[config.mk]
export PLATFORM = sky130hd
export DESIGN_NAME = cc_flag_unit
export DESIGN_NICKNAME = d
export VERILOG_FILES = /design/src/rtl/cc_flag_pkg.sv /design/src/rtl/cc_width_flags.sv /design/src/rtl/cc_merge.sv /design/src/rtl/cc_flag_unit.sv
export SDC_FILE = /design/constraint.sdc
export NUM_CORES = 1
export LEC_CHECK = 0
export BUFFER_PORTS_ARGS = -buffer_cell sky130_fd_sc_hd__buf_2
export CAP_MARGIN = 10
export CORE_MARGIN = 3
export CORE_UTILIZATION = 34
export DETAILED_ROUTE_END_ITERATION = 10
export GPL_TIMING_DRIVEN = 0
export PLACE_DENSITY = 0.95
export SLEW_MARGIN = 20
export SYNTH_ARGS = -nofsm -noshare
export SYNTH_HDL_FRONTEND = slang
export SYNTH_SLANG_ARGS = --single-unit
[constraint.sdc]
create_clock -name vclk -period 2.64
set_input_delay 0.396 -clock vclk [all_inputs]
set_output_delay 0.396 -clock vclk [all_outputs]
set_load 0.005 [all_outputs]
[src/rtl/cc_flag_pkg.sv]
package cc_flag_pkg;
   typedef enum logic [2:0] {
      CLS_ADD   = 3'd0,
      CLS_SUB   = 3'd1,
      CLS_INC   = 3'd2,
      CLS_DEC   = 3'd3,
      CLS_LOGIC = 3'd4,
      CLS_SETB  = 3'd5,
      CLS_CLRB  = 3'd6,
      CLS_HOLD  = 3'd7
   } cc_class_e;

   // flag positions inside the condition byte
   localparam int CCB_C = 0;
   localparam int CCB_V = 1;
   localparam int CCB_Z = 2;
   localparam int CCB_N = 3;
   localparam int CCB_I = 4;
   localparam int CCB_H = 5;
   localparam int CCB_F = 6;
   localparam int CCB_E = 7;

   typedef struct packed {
      logic n;
      logic z;
      logic v;
      logic c;
      logic h;
      logic inc_v;
      logic dec_v;
   } flag_set_t;
endpackage

[src/rtl/cc_width_flags.sv]
module cc_width_flags
   import cc_flag_pkg::*;
#(
   parameter int W      = 8,
   parameter int HC_BIT = 4
) (
   input  logic [W-1:0] a_i,
   input  logic [W-1:0] b_i,
   input  logic [W:0]   r_i,
   output flag_set_t    fl_o
);
   localparam logic [W-1:0] SIGN_ONLY = {1'b1, {(W-1){1'b0}}};
   localparam logic [W-1:0] MAX_POS   = {1'b0, {(W-1){1'b1}}};

   logic [W-1:0] r_trunc;
   logic [W-1:0] xsum;

   always_comb begin
      r_trunc     = r_i[W-1:0];
      xsum        = a_i ^ b_i ^ r_trunc;
      fl_o.n      = r_trunc[W-1];
      fl_o.z      = (r_trunc == '0);
      // carry into the top bit xor carry out of it
      fl_o.v      = xsum[W-1] ^ r_i[W];
      fl_o.c      = r_i[W];
      fl_o.h      = xsum[HC_BIT];
      fl_o.inc_v  = (r_trunc == SIGN_ONLY);
      fl_o.dec_v  = (r_trunc == MAX_POS);
   end
endmodule

[src/rtl/cc_merge.sv]
module cc_merge
   import cc_flag_pkg::*;
#(
   parameter int CC_W  = 8,
   parameter int SEL_W = 3
) (
   input  logic [CC_W-1:0]  cc_i,
   input  logic [2:0]       cls_i,
   input  logic             wide_i,
   input  logic [SEL_W-1:0] bit_sel_i,
   input  flag_set_t        fl_i,
   output logic [CC_W-1:0]  cc_o
);
   logic [CC_W-1:0] own_mask;
   logic [CC_W-1:0] new_bits;
   logic [CC_W-1:0] one_hot;

   always_comb begin
      one_hot  = '0;
      one_hot[bit_sel_i] = 1'b1;
      own_mask = '0;
      new_bits = '0;
      new_bits[CCB_N] = fl_i.n;
      new_bits[CCB_Z] = fl_i.z;
      unique case (cc_class_e'(cls_i))
         CLS_ADD: begin
            own_mask[CCB_N] = 1'b1; own_mask[CCB_Z] = 1'b1;
            own_mask[CCB_V] = 1'b1; own_mask[CCB_C] = 1'b1;
            own_mask[CCB_H] = ~wide_i;
            new_bits[CCB_V] = fl_i.v;
            new_bits[CCB_C] = fl_i.c;
            new_bits[CCB_H] = fl_i.h;
         end
         CLS_SUB: begin
            own_mask[CCB_N] = 1'b1; own_mask[CCB_Z] = 1'b1;
            own_mask[CCB_V] = 1'b1; own_mask[CCB_C] = 1'b1;
            new_bits[CCB_V] = fl_i.v;
            new_bits[CCB_C] = fl_i.c;
         end
         CLS_INC: begin
            own_mask[CCB_N] = 1'b1; own_mask[CCB_Z] = 1'b1;
            own_mask[CCB_V] = 1'b1;
            new_bits[CCB_V] = fl_i.inc_v;
         end
         CLS_DEC: begin
            own_mask[CCB_N] = 1'b1; own_mask[CCB_Z] = 1'b1;
            own_mask[CCB_V] = 1'b1;
            new_bits[CCB_V] = fl_i.dec_v;
         end
         CLS_LOGIC: begin
            own_mask[CCB_N] = 1'b1; own_mask[CCB_Z] = 1'b1;
            own_mask[CCB_V] = 1'b1;
            new_bits[CCB_V] = 1'b0;
         end
         CLS_SETB: begin
            own_mask = one_hot;
            new_bits = one_hot;
         end
         CLS_CLRB: begin
            own_mask = one_hot;
            new_bits = '0;
         end
         default: begin
            own_mask = '0;
         end
      endcase
      cc_o = (cc_i & ~own_mask) | (new_bits & own_mask);
   end
endmodule

[src/rtl/cc_flag_unit.sv]
module cc_flag_unit
   import cc_flag_pkg::*;
#(
   parameter int BYTE_W = 8,
   parameter int DATA_W = 16,
   parameter int CC_W   = 8,
   parameter int HC_BIT = 4
) (
   input  logic [CC_W-1:0]         cc_i,
   input  logic [DATA_W-1:0]       opa_i,
   input  logic [DATA_W-1:0]       opb_i,
   input  logic [DATA_W:0]         res_i,
   input  logic [2:0]              cls_i,
   input  logic                    wide_i,
   input  logic [$clog2(CC_W)-1:0] bit_sel_i,
   output logic [CC_W-1:0]         cc_o,
   output logic                    lt_o
);
   localparam int SEL_W   = $clog2(CC_W);
   localparam int N_WIDTH = 2;

   if (DATA_W != 2 * BYTE_W) begin : g_bad_width
      $error("DATA_W must be twice BYTE_W");
   end
   if (HC_BIT >= BYTE_W) begin : g_bad_hc
      $error("HC_BIT must lie inside the narrow operand");
   end
   if (CC_W != 8) begin : g_bad_cc
      $error("flag layout needs an 8-bit condition byte");
   end

   flag_set_t fl_w [N_WIDTH];
   flag_set_t fl_sel;

   for (genvar gi = 0; gi < N_WIDTH; gi++) begin : g_width
      localparam int LW = BYTE_W << gi;
      cc_width_flags #(.W(LW), .HC_BIT(HC_BIT)) flags_i (
         .a_i  (opa_i[LW-1:0]),
         .b_i  (opb_i[LW-1:0]),
         .r_i  (res_i[LW:0]),
         .fl_o (fl_w[gi])
      );
   end

   assign fl_sel = wide_i ? fl_w[1] : fl_w[0];

   cc_merge #(.CC_W(CC_W), .SEL_W(SEL_W)) merge_i (
      .cc_i      (cc_i),
      .cls_i     (cls_i),
      .wide_i    (wide_i),
      .bit_sel_i (bit_sel_i),
      .fl_i      (fl_sel),
      .cc_o      (cc_o)
   );

   assign lt_o = cc_o[CCB_N] ^ cc_o[CCB_V];
endmodule

**Yosys cells after proc, flatten, opt, wreduce, memory -nomap -nowiden**

Cells that the tools add are included.

- Register bits after elaboration: 0
- Bits of input ports: 64
- Output and inout bits: 9

- Magnitude comparators: 2
- Equal/unequal tests: 10
- Muxes and demuxes: 13
- Bitwise gates (word level): 12
- Reduce and logical (&&, ||, !) cells: 7

Operators with widths:

| cell | number |
|---|---|
| bitwise XOR 16 bit | 2 |
| bitwise AND 8 bit | 2 |
| == test 16 x 15 -> 1 bit (second input constant) | 1 |
| == test 16 bit (second input constant) | 1 |
| logical NOT 16 bit | 1 |
| bitwise XOR 8 bit | 2 |
| case mux 3 bit (2 select lines) | 2 |
| == test 3 bit (second input constant) | 3 |
| == test 8 x 7 -> 1 bit (second input constant) | 1 |
| == test 8 bit (second input constant) | 1 |
| logical NOT 8 bit | 1 |
| inverter 8 bit | 1 |
| OR 8 bit | 1 |
| case mux 1 bit (2 select lines) | 4 |
| two-way mux 7 bit | 1 |
| == test 3 x 2 -> 1 bit (second input constant) | 2 |
| OR reduction 5 bit | 1 |
| less-than comparator 3 x 4 -> 1 bit (second input constant) | 1 |
| two-way mux 2 bit | 2 |
| case mux 1 bit (4 select lines) | 1 |
| OR reduction 2 bit | 2 |
| demux 1 bit (select 3 bit) | 1 |
| == test 3 x 1 -> 1 bit (second input constant) | 1 |
| greater-or-equal comparator 3 x 1 -> 1 bit (second input constant) | 1 |
| other kinds (5) | 8 |

**Depth between registers and ports, before layout**

- Depth in word-level cells: 9
- Depth in mapped cells: 6
- Mapped depth without buffers: 5

**Cells and area by module**

From an unflattened synthesis, not the netlist that was laid out.

- Cell total of the unflattened synthesis: 106
- Area, all modules: 758.2 um2

Modules (own cells, without submodules):

| module | times used | cells an instance | area an instance (um2) |
|---|---|---|---|
| cc_merge | 1 | 62 | 366.6 |
| cc_width_flags (g_width[1].flags_i) | 1 | 20 | 147.6 |
| cc_flag_unit | 1 | 9 | 125.1 |
| cc_width_flags (g_width[0].flags_i) | 1 | 15 | 118.9 |

**Least setup slack after synthesis**

No wires, ideal clock.

- Path kind: input-to-output
- Start point: in res_i[10]
- End point: out lt_o
- Arrival time: 1.736 ns
- Path slack: 0.508 ns
- Stages on the path: 5
- Path buffers: 0
- Cell sequence: or4_4 -> o41a_1 -> o32a_2 -> o311ai_4 -> xor2_2

- Word-level cells in the longest chain between the ends: 6
- Elaborated cells between the ends (all ways): 7
- Those cells by class: eq/ne (2); mux (2); bitwise (3)

RTL lines:

| element | line | RTL |
|---|---|---|
| from (decl) | cc_flag_unit.sv:12 | `input logic [DATA_W:0] res_i,` |
| == test 16 x 15 -> 1 bit / == test 16 bit (equally long branches) | cc_width_flags.sv:28, cc_width_flags.sv:27 |  |
| two-way mux 7 bit (*) | cc_flag_unit.sv:45 | `assign fl_sel = wide_i ? fl_w[1] : fl_w[0];` |
| case mux 1 bit (4 select lines) (*) | cc_merge.sv:25 | `unique case (cc_class_e'(cls_i))` |
| bitwise AND 8 bit (*) | cc_merge.sv:67 | `cc_o = (cc_i & ~own_mask) \| (new_bits & own_mask);` |
| OR 8 bit (*) | cc_merge.sv:67 |  |
| net cc_o[1] | cc_flag_unit.sv:16 | `output logic [CC_W-1:0] cc_o,` |
| bitwise XOR 1 bit (*) | cc_flag_unit.sv:56 | `assign lt_o = cc_o[CCB_N] ^ cc_o[CCB_V];` |
| to (decl) | cc_flag_unit.sv:17 | `output logic lt_o` |

Mark *: on every way through the listed nets, which the timed path passes. The rest lies on a longest branch.

**Final worst setup path**

- Start point: in res_i[10]
- End point: out lt_o

- Word-level cells in the longest chain between the ends: 6
- Elaborated cells between the ends (all ways): 7
- Those cells by class: eq/ne (2); mux (2); bitwise (3)

RTL lines:

| element | line |
|---|---|
| == test 16 x 15 -> 1 bit / == test 16 bit (equally long branches) | cc_width_flags.sv:28, cc_width_flags.sv:27 |
| two-way mux 7 bit (*) | cc_flag_unit.sv:45 |
| case mux 1 bit (4 select lines) (*) | cc_merge.sv:25 |
| bitwise AND 8 bit (*) | cc_merge.sv:67 |
| OR 8 bit (*) | cc_merge.sv:67 |
| bitwise XOR 1 bit (*) | cc_flag_unit.sv:56 |

Every way passes the cells marked *; elsewhere a longest branch is shown, timed or not.

==> results.yml <==
route:
  dr.first_iter.drc_count: 15
  ant_nets: 0
  routed_wire_length_per_instance_um: 13.3
  drt_pass1_iterations: 4
  totalWireLength_mm: 2.00
  via_count: 873
  drt_drc_violations_left: 0
  post_drt_via_cell_ratio: 5.82
power_and_ir_drop:
  cellInternalPower_uw: 68.0
  irDropWorstVdd_uv: 76.0
  netSwitchingPower_uw: 71.6
  p_leak_uw: 0.000368
  power_frac_clock_pct: 0
  sequentialPowerShare_pct: 0
  pwr_density_cell_nw_per_um2: 169
  switching_share_pct: 51.3
  p_comb_share_pct: 100.0
final_layout:
  instances_no_fill: 150
  mostFrequentLayoutCell: "sky130_fd_sc_hd__buf_2"
  post_route_cells_drive_above_1_share_pct: 41.0
  ff_latch_area_sq_um: 0
  clkbuf_count: 0
  most-common-layout-cells: "sky130_fd_sc_hd__buf_2, sky130_fd_sc_hd__o21ai_0, sky130_fd_sc_hd__nand2_1"
  finish.net_count: 200
  flops_and_latches: 0
  diodes: 0
  area_growth_pct: 43.6
  fill_cells: 139
global_routing:
  grt_overflow: 0
  groute.usage.overall_pct: 18.5
  grt_first_pass_wirelength_mm: 3.13
  grt_antenna_before_repair: 0
  via_count_of_the_first_global_routing_pass: 777
  grt_max_degree: 11
die:
  die_width_um: 47.1
  vert_die_dim_um: 47.1
  area_of_the_core_sq_um: 1540
  row_count: 14
  floorplan.io_pins: 73
  die_area_sq_um: 2220
  initial_utilization_pct: 37.3
logic_synthesis:
  post_synth_inst_count: 88
  synth.avg_cell_area_sq_um: 6.53
  post_syn_area_sq_um: 574
  yosysWarningCount: 0
  syn_nets: 152
  synth_cell_types: 38
  proportion_of_synthesized_chip_area_in_sequential_cells_pct: 0
setup_path:
  cp_cell_sequence: "buf_2 -> or4_4 -> o41a_1 -> o32a_2 -> o311ai_4 -> xor2_2 -> buf_2"
  cp_max_fanout: 2
  worst_path_largest_cell_delay_ns: 0.53
  cp_common_cell: "sky130_fd_sc_hd__buf_2"
  cp.buffers_inverters: 2
  worstSetupEndpointType: "output port"
  crit_type: "in -> out"
  cpLargestDelayFamily: "compound AO/OA/AOI/OAI gates"
  worst_path_max_delay_cell: "sky130_fd_sc_hd__or4_4"
  endpoint_arrival_time_on_the_critical_path_ns: 1.97
  required_ns: 2.24
  worstSetupStartpointType: "primary input"
sta:
  hold_viol: 0
  fin_max_slew_vios: 0
  final_critical_path_time_including_i_o_delays_and_setup_ns: 2.37
  timing.final.setup_violations: 0
  grt_setup_unrepaired: "false"
  finalSetupTns_ns: 0
  worst_slew_margin_relative_to_its_limit_pct: 74.3
  f_max_mhz: 423
  tightestPinTransition_ns: 0.376
  timing.hold.ws_ns: 1.10
  timing.final.crit_share_pct: 89.6
clock_tree:
  post_cts_hold_buffer_count: 0
  postCtsSetupBuffers: 0
  cts-resized-gates: 0
min_path:
  timing.hold.worst.class: "in -> out"
placed_design:
  gp_congestion: 0.803
  place.detailed.instances: 150
  detailed_place_hpwl_mm: 1.71
  io_buffer_count: 46
outcome:
  status: "finished clean"
job:
  max_cap_violations: 0
## final timing paths
path | startpoint | end | slack (ns) | cells past startpoint
setup / recovery | res_i[10] | lt_o | 0.27 | 7
hold / removal | cc_i[6] | cc_o[6] | 1.10 | 4
## per-layer routing
layer	global-route usage [%]	vias up	part of all wire [%]
li1	-	433	-
met2	35.2	37	54
met1	22.1	399	37
met5	0	-	0
met4	4.42	0	1.4
met3	1.53	4	7.1
## power by group through the flow
stage               clock (uW)  sequential, uW  combinational, uW
CTS                          0               0                139
global placement             0               0                133
floorplan                    0               0               73.8
finish                       0               0                140
detailed placement           0               0                139
global route                 0               0                154
## synth_stat cells (all sizes together)
cell | number | area [sq um]
inv | 1 | 3.75
xnor2 | 5 | 43.8
a31oi | 1 | 6.26
mux2i | 1 | 10.0
o32a | 1 | 11.3
a221oi | 1 | 8.76
nor3 | 2 | 10.0
or3 | 1 | 7.51
o31ai | 1 | 7.51
nand2b | 3 | 18.8
o31a | 1 | 10.0
a31o | 1 | 8.76
o21a | 1 | 7.51
clkbuf | 5 | 18.8
a21oi | 5 | 25.0
o311ai | 1 | 26.3
xor2 | 4 | 42.6
nor4 | 1 | 6.26
and3 | 1 | 6.26
nand3 | 4 | 20.0
o22ai | 2 | 12.5
a22oi | 2 | 15.0
or2 | 2 | 12.5
or4 | 1 | 11.3
nor2b | 3 | 18.8
nand4 | 4 | 25.0
o21ai | 11 | 55.1
nand2 | 8 | 30.0
o41a | 1 | 11.3
nor2 | 5 | 18.8
and4b | 1 | 10.0
a2111oi | 1 | 8.76
and2 | 1 | 6.26
a21o | 1 | 7.51
nand4b | 1 | 8.76
nand3b | 2 | 15.0
nor4b | 1 | 8.76
## cell families after synthesis
family                 count (synthesis)  synth area share, %
buffers and inverters                  6                 3.92
multiplexers                           1                 1.74
AND/OR/NAND/NOR                       41                 40.7
XOR/XNOR                               9                 15.0
AO/OA/AOI/OAI                         31                 38.6
## final cells by class
cell class                      count  area (sq um)  share of cell area (%)
Buffer                              5          18.8                    2.28
Inverter                            1          3.75                   0.455
Multi-Input combinational cell     82           552                    66.9
Tap cell                           16          20.0                    2.43
Timing Repair Buffer               46           230                    27.9
## per-stage QoR
| stage | setup WS [ns] | power (uW) | utilization [%] | area, sq um |
|---|---|---|---|---|
| after global routing | 0.230 | 154 | 53.5 | 825 |
| after global placement | 0.297 | 133 | 53.5 | 825 |
| after floorplan | 0.508 | 73.8 | - | 574 |
| after detailed placement | 0.277 | 139 | 53.5 | 825 |
| after CTS | 0.276 | 139 | 53.5 | 825 |
| final | 0.274 | 140 | 53.5 | 825 |
Power figures use the tool's default switching activity.
